$ cat config.mk
export PLATFORM = sky130hd
export DESIGN_NAME = byte_i2s_player
export DESIGN_NICKNAME = d
export VERILOG_FILES = /design/src/rtl/byte_i2s_pkg.sv /design/src/rtl/byte_i2s_bclk_gen.sv /design/src/rtl/byte_i2s_pin_stage.sv /design/src/rtl/byte_i2s_player.sv
export SDC_FILE = /design/constraint.sdc
export NUM_CORES = 1
export LEC_CHECK = 0
export CORE_MARGIN = 5
export CORE_UTILIZATION = 37
export DETAILED_ROUTE_END_ITERATION = 8
export GPL_ROUTABILITY_DRIVEN = 0
export PLACE_DENSITY = 0.75
export REMOVE_ABC_BUFFERS = 1
export SYNTH_ARGS = -nofsm -noshare
export SYNTH_HDL_FRONTEND = slang
export SYNTH_SLANG_ARGS = --single-unit
$ cat constraint.sdc
create_clock -name clk -period 2.25 [get_ports clk]
set_input_delay 0.45 -clock clk [delete_from_list [all_inputs] [get_ports clk]]
set_output_delay 0.45 -clock clk [all_outputs]
set_load 0.05 [all_outputs]
$ cat src/rtl/byte_i2s_pkg.sv
// Shared constants for the byte-packed I2S player.
// Assumes the byte layout: word clock in the lowest bit, data lines above it.
package byte_i2s_pkg;
    localparam int WORD_BIT       = 0;
    localparam int FIRST_DATA_BIT = 1;
    localparam int SEL_WIDTH      = 2;
endpackage

$ cat src/rtl/byte_i2s_bclk_gen.sv
// Bit clock divider.
// Produces bclk from the master clock with a half period of 2**div_sel
// master cycles. Raises a one-cycle pull strobe in the last master cycle
// of the bclk high phase, so the consuming edge is the bclk falling edge.
// Assumes div_sel is static while enabled (a change takes effect at the
// next half-period boundary).
module byte_i2s_bclk_gen #(
    parameter int SEL_W = byte_i2s_pkg::SEL_WIDTH
) (
    input  logic             clk,
    input  logic             rst_n,
    input  logic             enable,
    input  logic [SEL_W-1:0] div_sel,
    output logic             bclk,
    output logic             pull
);
    localparam int HALF_W = 1 << SEL_W;

    logic [HALF_W-1:0] cnt;
    logic [HALF_W-1:0] half_m1;
    logic              at_end;

    // Terminal count of one bclk half period.
    always_comb begin
        half_m1 = HALF_W'((HALF_W'(1) << div_sel) - HALF_W'(1));
        at_end  = (cnt >= half_m1);
    end

    // Half-period counter and bclk toggle; parked low when disabled.
    always_ff @(posedge clk) begin
        if (!rst_n || !enable) begin
            cnt  <= '0;
            bclk <= 1'b0;
        end else if (at_end) begin
            cnt  <= '0;
            bclk <= ~bclk;
        end else begin
            cnt  <= cnt + HALF_W'(1);
        end
    end

    // Pull on the edge that ends the high phase.
    assign pull = enable & bclk & at_end;
endmodule

$ cat src/rtl/byte_i2s_pin_stage.sv
// Output register stage.
// On each pull strobe, loads the FIFO head byte into the pin register, or,
// if the FIFO is empty, keeps the word clock level, zeroes the data lines
// and sets the sticky underrun flag. Assumes a show-ahead FIFO whose head
// byte is valid whenever fifo_empty is low.
module byte_i2s_pin_stage #(
    parameter int LINES = 7
) (
    input  logic             clk,
    input  logic             rst_n,
    input  logic             pull,
    input  logic             fifo_empty,
    input  logic [LINES:0]   fifo_data,
    input  logic             clr_underrun,
    output logic             fifo_rd,
    output logic [LINES:0]   pins,
    output logic             underrun
);
    import byte_i2s_pkg::*;

    // Read only when a pull finds data.
    assign fifo_rd = pull & ~fifo_empty;

    // Word clock flop: load on read, otherwise hold.
    always_ff @(posedge clk) begin
        if (!rst_n)       pins[WORD_BIT] <= 1'b0;
        else if (fifo_rd) pins[WORD_BIT] <= fifo_data[WORD_BIT];
    end

    // One flop per data line: load on read, clear on an empty pull.
    for (genvar g = FIRST_DATA_BIT; g <= LINES; g++) begin : g_line
        always_ff @(posedge clk) begin
            if (!rst_n)    pins[g] <= 1'b0;
            else if (pull) pins[g] <= fifo_empty ? 1'b0 : fifo_data[g];
        end
    end

    // Sticky underrun: a new empty pull wins over a clear.
    always_ff @(posedge clk) begin
        if (!rst_n)                   underrun <= 1'b0;
        else if (pull && fifo_empty)  underrun <= 1'b1;
        else if (clr_underrun)        underrun <= 1'b0;
    end
endmodule

$ cat src/rtl/byte_i2s_player.sv
// Byte-packed parallel I2S player, top level.
// Divides the master clock into a bit clock, takes one FIFO byte per bit
// period and drives word clock plus data lines from a single register.
// Assumes the host already encoded the I2S timing in the byte stream.
module byte_i2s_player #(
    parameter int DATA_LINES = 7,
    parameter int SEL_W      = byte_i2s_pkg::SEL_WIDTH
) (
    input  logic                  clk,
    input  logic                  rst_n,
    input  logic                  enable,
    input  logic [SEL_W-1:0]      div_sel,
    input  logic                  fifo_empty,
    input  logic [DATA_LINES:0]   fifo_data,
    output logic                  fifo_rd,
    input  logic                  clr_underrun,
    output logic                  bclk,
    output logic                  wclk,
    output logic [DATA_LINES-1:0] sdata,
    output logic                  underrun
);
    import byte_i2s_pkg::*;

    logic                pull;
    logic [DATA_LINES:0] pins;

    byte_i2s_bclk_gen #(.SEL_W(SEL_W)) u_div (
        .clk     (clk),
        .rst_n   (rst_n),
        .enable  (enable),
        .div_sel (div_sel),
        .bclk    (bclk),
        .pull    (pull)
    );

    byte_i2s_pin_stage #(.LINES(DATA_LINES)) u_pins (
        .clk          (clk),
        .rst_n        (rst_n),
        .pull         (pull),
        .fifo_empty   (fifo_empty),
        .fifo_data    (fifo_data),
        .clr_underrun (clr_underrun),
        .fifo_rd      (fifo_rd),
        .pins         (pins),
        .underrun     (underrun)
    );

    // Split the pin register into word clock and data lines.
    assign wclk  = pins[WORD_BIT];
    assign sdata = pins[DATA_LINES:FIRST_DATA_BIT];
endmodule

==> impl_metrics.env, run 1 <==
export IMPL_cts_sinks=14
export IMPL_ant_nets=0
export IMPL_clk_path_buf_depth=2
export IMPL_htree_levels=1
export IMPL_port_buffers=25
export IMPL_ios=26
export IMPL_rsz0062_at_grt="false"
export IMPL_drt_first_iter_violations=0
export IMPL_synth_common_cells="nand2_1 (19), dfxtp_1 (14), mux2i_1 (8)"
export IMPL_syn_inst=72
export IMPL_num_fill_cells=147
export IMPL_synth_top_cell_by_area="dfxtp_1"
export IMPL_power_frac_seq_pct=48.2
export IMPL_hold_start="u_div.cnt[0]"
export IMPL_core_um2=1745
export IMPL_fin_nets=126
export IMPL_die_area_um2=2793
export IMPL_rrSetupSlack_ps=440
export IMPL_seq_area_frac_synth_pct=41.25
export IMPL_synth_warning_count=0
export IMPL_startpoint_type="input port"
export IMPL_critPathLaunch="div_sel[1]"
export IMPL_sw_frac_of_total_pct=23.83
export IMPL_worst_ir_drop_vdd_mv=0.3611
export IMPL_slew_viol_final=0
export IMPL_hp_class="flip-flop to flip-flop"
export IMPL_wl_per_cell_um=11.42
export IMPL_power_frac_comb_pct=16.9
export IMPL_timing_fmax_mhz=455.0
export IMPL_vias=603
export IMPL_max_slew_margin_pct=65.71
export IMPL_grt_pass1_wl_um=2766
export IMPL_grt_max_degree=13
export IMPL_netlist_cell_type_count=23
export IMPL_min_period_ps=2198
export IMPL_crit_required_ps=1800
export IMPL_clockRootBuffer="clkbuf_4"
export IMPL_grt_pass1_vias=677
export IMPL_via_per_inst=4.638
export IMPL_start_util_pct=38.92
export IMPL_ctsHoldBuffers=0
export IMPL_cap_violations=0
export IMPL_internal_power_mw=0.3999
export IMPL_dieWidth_um=52.85
export IMPL_wl_um=1485
export IMPL_reg2reg_from="u_div.cnt[0]"
export IMPL_synth_area_um2=679.4
export IMPL_crit_type="input port to output port"
export IMPL_synth_edf_count=0
export IMPL_grt_ovfl_total=0
export IMPL_end_kind="output port"
export IMPL_status="finished, final reports clean"
export IMPL_setup_viol=0
export IMPL_cts_tree="done"
export IMPL_area_growth_synth_to_final_pct=59.12
export IMPL_fin_crit_sh_pct=97.68
export IMPL_arrival_ps=1750
export IMPL_dp_hpwl_um=1180
export IMPL_drt_pass1_iter_count=1
export IMPL_clock_latency_ps=280
export IMPL_cts_buffers=3
export IMPL_chipHeight_um=52.85
export IMPL_endpoint="fifo_rd"
export IMPL_grt_total_usage_pct=13.16
export IMPL_yosysMostFrequentCell="nand2_1"
export IMPL_skew_ps=4.072
export IMPL_drc=0
export IMPL_antenna_found_initial=0
export IMPL_crit_path_max_fanout=2
export IMPL_clk_pin_slew_worst_paths_ps=90
export IMPL_worst_pin_slew_ps=512.8
export IMPL_power_density_nw_per_um2=485.6
export IMPL_rows=15
export IMPL_drive_gt1_share_pct=19.05
export IMPL_synth_area_per_cell_um2=9.436
export IMPL_place_area_um2=1025
export IMPL_r2r_cells=7
export IMPL_leakagePower_nw=0.4078
export IMPL_async_reset_ff_share_pct=0
export IMPL_p_switching_mw=0.1251
export IMPL_holdWs_ps=438.7
export IMPL_clkPwrFrac_pct=34.9
export IMPL_design_area_um2=1081
export IMPL_ys_flop_type="dfxtp_1"
export IMPL_hold_violations=0
export IMPL_yosysTopAreaCellShare_pct=41.25
export IMPL_r2r_end="u_pins.underrun"
export IMPL_diodes=0
export IMPL_synth_top_cells_by_area="dfxtp_1 (41%), mux2i_1 (12%), nand2_1 (10%)"
export IMPL_synth_seq_cells=14
==> critical path, cell delays in order <==
cell	delay, ps
buf_6	90
or2_4	240
ha_4	200
nand2b_4	140
a2111oi_4	370
nor4_4	90
buf_12	160
==> worst min-delay path by stage <==
stage,endpoint,slack (ps),cells after the start
after floorplan,u_div.cnt[0],430,1
after global placement,u_pins.pins[1],440,2
after detailed placement,u_pins.pins[0],450,2
after CTS,u_pins.pins[0],470,2
after global routing,u_div.cnt[0],460,1
final,u_div.cnt[0],440,1
==> cell families (layout without fill, tap and decap cells) <==
| kind of cell | after synthesis | count (layout) | share of synthesized area [%] |
|---|---|---|---|
| AOI/OAI and AO/OA | 6 | 6 | 9.208 |
| xor gates and xnor gates | 2 | 2 | 2.579 |
| other | 1 | 1 | 0.5520 |
| and+or+nand+nor | 32 | 32 | 23.21 |
| muxes | 8 | 8 | 11.79 |
| DFF | 14 | 14 | 41.25 |
| adders and majority gates | 5 | 5 | 9.208 |
| buffers and inverters | 4 | 37 | 2.209 |
==> power groups by stage <==
| stage | combinational (mW) | clock [mW] | sequential, mW |
|---|---|---|---|
| global route | 0.0969 | 0.198 | 0.254 |
| global placement | 0.0811 | 0 | 0.259 |
| CTS | 0.0877 | 0.186 | 0.253 |
| floorplan | 0.0370 | 0 | 0.261 |
| finish | 0.0885 | 0.183 | 0.253 |
| detailed placement | 0.0832 | 0 | 0.259 |
==> layout by cell type (no fill, tap or decap), types with 2 or more instances in the layout <==
cell type	n
clkdlybuf4s50_1	22
nand2_1	19
dfxtp_1	13
mux2i_1	8
nor2_1	5
ha_1	4
buf_4	4
inv_1	3
clkbuf_4	3
nor2b_1	2
buf_12	2
==> what timing repair did <==
action | CTS | global route
endpoints found under the setup margin | 7 | 1
endpoints found under the hold margin | 0 | 0
pin swaps | 3 | 0
setup buffers | 0 | 0
gates resized for setup | 12 | 2
==> state kept, by name, summed over array words and instances (netlist names) <==
signal,cells
u_pins.pins,8
u_div.cnt,4
u_div.bclk,1
u_pins.underrun,1
==> metrics by stage <==
stage          power, mW  utilization [%]  setup WS [ps]  TNS (ps)  instances
3_3_place_gp      0.3398            58.71         -520.1     -3596        127
2_1_floorplan     0.2979                -          -1088     -2097         71
6_report          0.5250            61.94          52.13         0        130
4_1_cts           0.5268            61.51          25.38         0        130
5_1_grt           0.5487            61.94          1.239         0        130
3_5_place_dp      0.3421            58.71         -557.9     -4190        127
==> area by class of cell <==
class | count | area [um^2] | area share [%]
Multi-Input combinational cell | 54 | 414.1 | 38.31
Timing Repair Buffer | 30 | 306.5 | 28.36
Sequential cell | 14 | 281.5 | 26.04
Clock buffer | 4 | 36.28 | 3.356
Tap cell | 25 | 31.28 | 2.894
Inverter | 3 | 11.26 | 1.042
==> routing by layer <==
metal	wire length, um	GRT usage [%]
met1	627	12.97
met4	0	3.830
met5	0	0
met3	117	5.352
met2	740	24.79
Power figures use the tool's default switching activity.
==> run 2: changes to the inputs <==
CORE_UTILIZATION = 35   (was 37)
PLACE_DENSITY = 0.72   (was 0.75)
==> impl_metrics.env, run 2 (synthesis results as in run 1) <==
export IMPL_arrival_ps=1770
export IMPL_ant_nets=0
export IMPL_max_slew_margin_pct=65.64
export IMPL_grt_total_usage_pct=12.64
export IMPL_final_common_cell="clkdlybuf4s50_1"
export IMPL_core_um2=1902
export IMPL_ctsHoldBuffers=0
export IMPL_min_period_ps=2220
export IMPL_antenna_found_initial=0
export IMPL_grt_pass1_vias=653
export IMPL_grt_pass1_wl_um=2677
export IMPL_drt_pass1_iter_count=4
export IMPL_skew_ps=1.683
export IMPL_largest_register="u_pins.pins"
export IMPL_rsz0062_at_grt="true"
export IMPL_die_area_um2=2922
export IMPL_via_per_inst=4.470
export IMPL_htree_levels=1
export IMPL_clk_path_buf_depth=2
export IMPL_dieWidth_um=54.06
export IMPL_fin_crit_sh_pct=98.67
export IMPL_holdWs_ps=439.4
export IMPL_clockRootBuffer="clkbuf_4"
export IMPL_multi_input_area_um2=426.7
export IMPL_wl_per_cell_um=11.60
export IMPL_wl_um=1554
export IMPL_drive_gt1_share_pct=21.50
export IMPL_power_total_mw=0.5240
export IMPL_chipHeight_um=54.06
export IMPL_power_density_nw_per_um2=468.9
export IMPL_instances_no_fill=134
export IMPL_slew_viol_final=0
export IMPL_setup_viol=0
export IMPL_worst_pin_slew_ps=513.8
export IMPL_vias=599
export IMPL_clk_pin_slew_worst_paths_ps=80
export IMPL_start_util_pct=35.72
export IMPL_status="finished, final reports clean"
export IMPL_cts_buffers=3
export IMPL_rows=16
export IMPL_startpoint_type="input port"
export IMPL_crit_required_ps=1800
export IMPL_layout_common_cells="clkdlybuf4s50_1 (22), nand2_1 (19), dfxtp_1 (13)"
export IMPL_cts_tree="done"
export IMPL_hold_violations=0
export IMPL_drc=0
export IMPL_setup_tns_final_ps=0
export IMPL_grt_max_degree=13
export IMPL_area_growth_synth_to_final_pct=64.46
export IMPL_rrSetupSlack_ps=370
export IMPL_regArea_um2=281.5
export IMPL_worst_ir_drop_vdd_mv=0.4186
export IMPL_port_buffers=25
export IMPL_grt_ovfl_total=0
export IMPL_end_kind="output port"
export IMPL_cap_violations=0
export IMPL_diodes=0
export IMPL_num_fill_cells=169
export IMPL_reg_top3="u_pins.pins x8, u_div.cnt x4"
export IMPL_clock_latency_ps=270
export IMPL_ios=26
export IMPL_drt_first_iter_violations=1
export IMPL_largest_register_ffs=8
export IMPL_timing_fmax_mhz=450.4
export IMPL_hp_class="flip-flop to flip-flop"
export IMPL_dp_hpwl_um=1212
export IMPL_dp_cells=129
export IMPL_cts_sinks=14
export IMPL_fin_nets=128
export IMPL_crit_path_max_fanout=2
export IMPL_leakagePower_nw=0.4190
export IMPL_crit_type="input port to output port"
==> run 2: critical path, stage by stage <==
cell and delay, ps:
buf_6 90, or2_4 250, ha_4 230, nand2b_4 140
a2111oi_4 370, nor4_4 90, buf_12 160
==> run 2: power by group <==
| part | total (mW) | leakage (nW) | switching [mW] | internal, mW |
|---|---|---|---|---|
| Clock | 0.176 | 0.0210 | 0.0777 | 0.0983 |
| Sequential | 0.254 | 0.113 | 0.00295 | 0.251 |
| Combinational | 0.0944 | 0.285 | 0.0383 | 0.0561 |
| Total | 0.524 | 0.419 | 0.119 | 0.405 |
==> run 2: path summary, 6_finish.rpt <==
kind,from,end,cells after the start
worst max register to register,u_div.cnt[0],u_pins.pins[1],9
worst min-delay path,u_div.cnt[0],u_div.cnt[0],1
worst max-delay path,div_sel[1],fifo_rd,7
worst min register to register,u_div.cnt[0],u_div.cnt[0],1
==> run 2: repair_timing <==
action / in CTS / in global routing
gates resized for setup: 13 / 3
setup endpoints to repair: 7 / 1
buffers inserted: 2 / 0
pin swaps: 4 / 0
==> run 2: per-stage QoR <==
stage	worst slack [ps]	utilization [%]	cell area, um^2
after floorplan	-1088	-	675.6
after global placement	-523.8	54.01	1027
after detailed placement	-543.4	54.01	1027
after CTS	21.49	58.03	1104
after global routing	-14.64	58.75	1117
final	29.91	58.75	1117
==> run 2: cell type report <==
cell class	instances	share of cell area, %
Sequential cell	14	25.20
Tap cell	27	3.024
Timing Repair Buffer	32	29.34
Inverter	3	1.008
Multi-Input combinational cell	54	38.19
Clock buffer	4	3.247
==> run 2: per-layer routing <==
| layer | GRT usage (%) | vias to the layer above | part of all wire [%] |
|---|---|---|---|
| li1 | - | 315 | - |
| met1 | 12.79 | 267 | 42 |
| met2 | 23.39 | 17 | 51 |
| met3 | 5.263 | 0 | 6.6 |
| met4 | 3.734 | 0 | 0 |
| met5 | 0 | - | 0 |
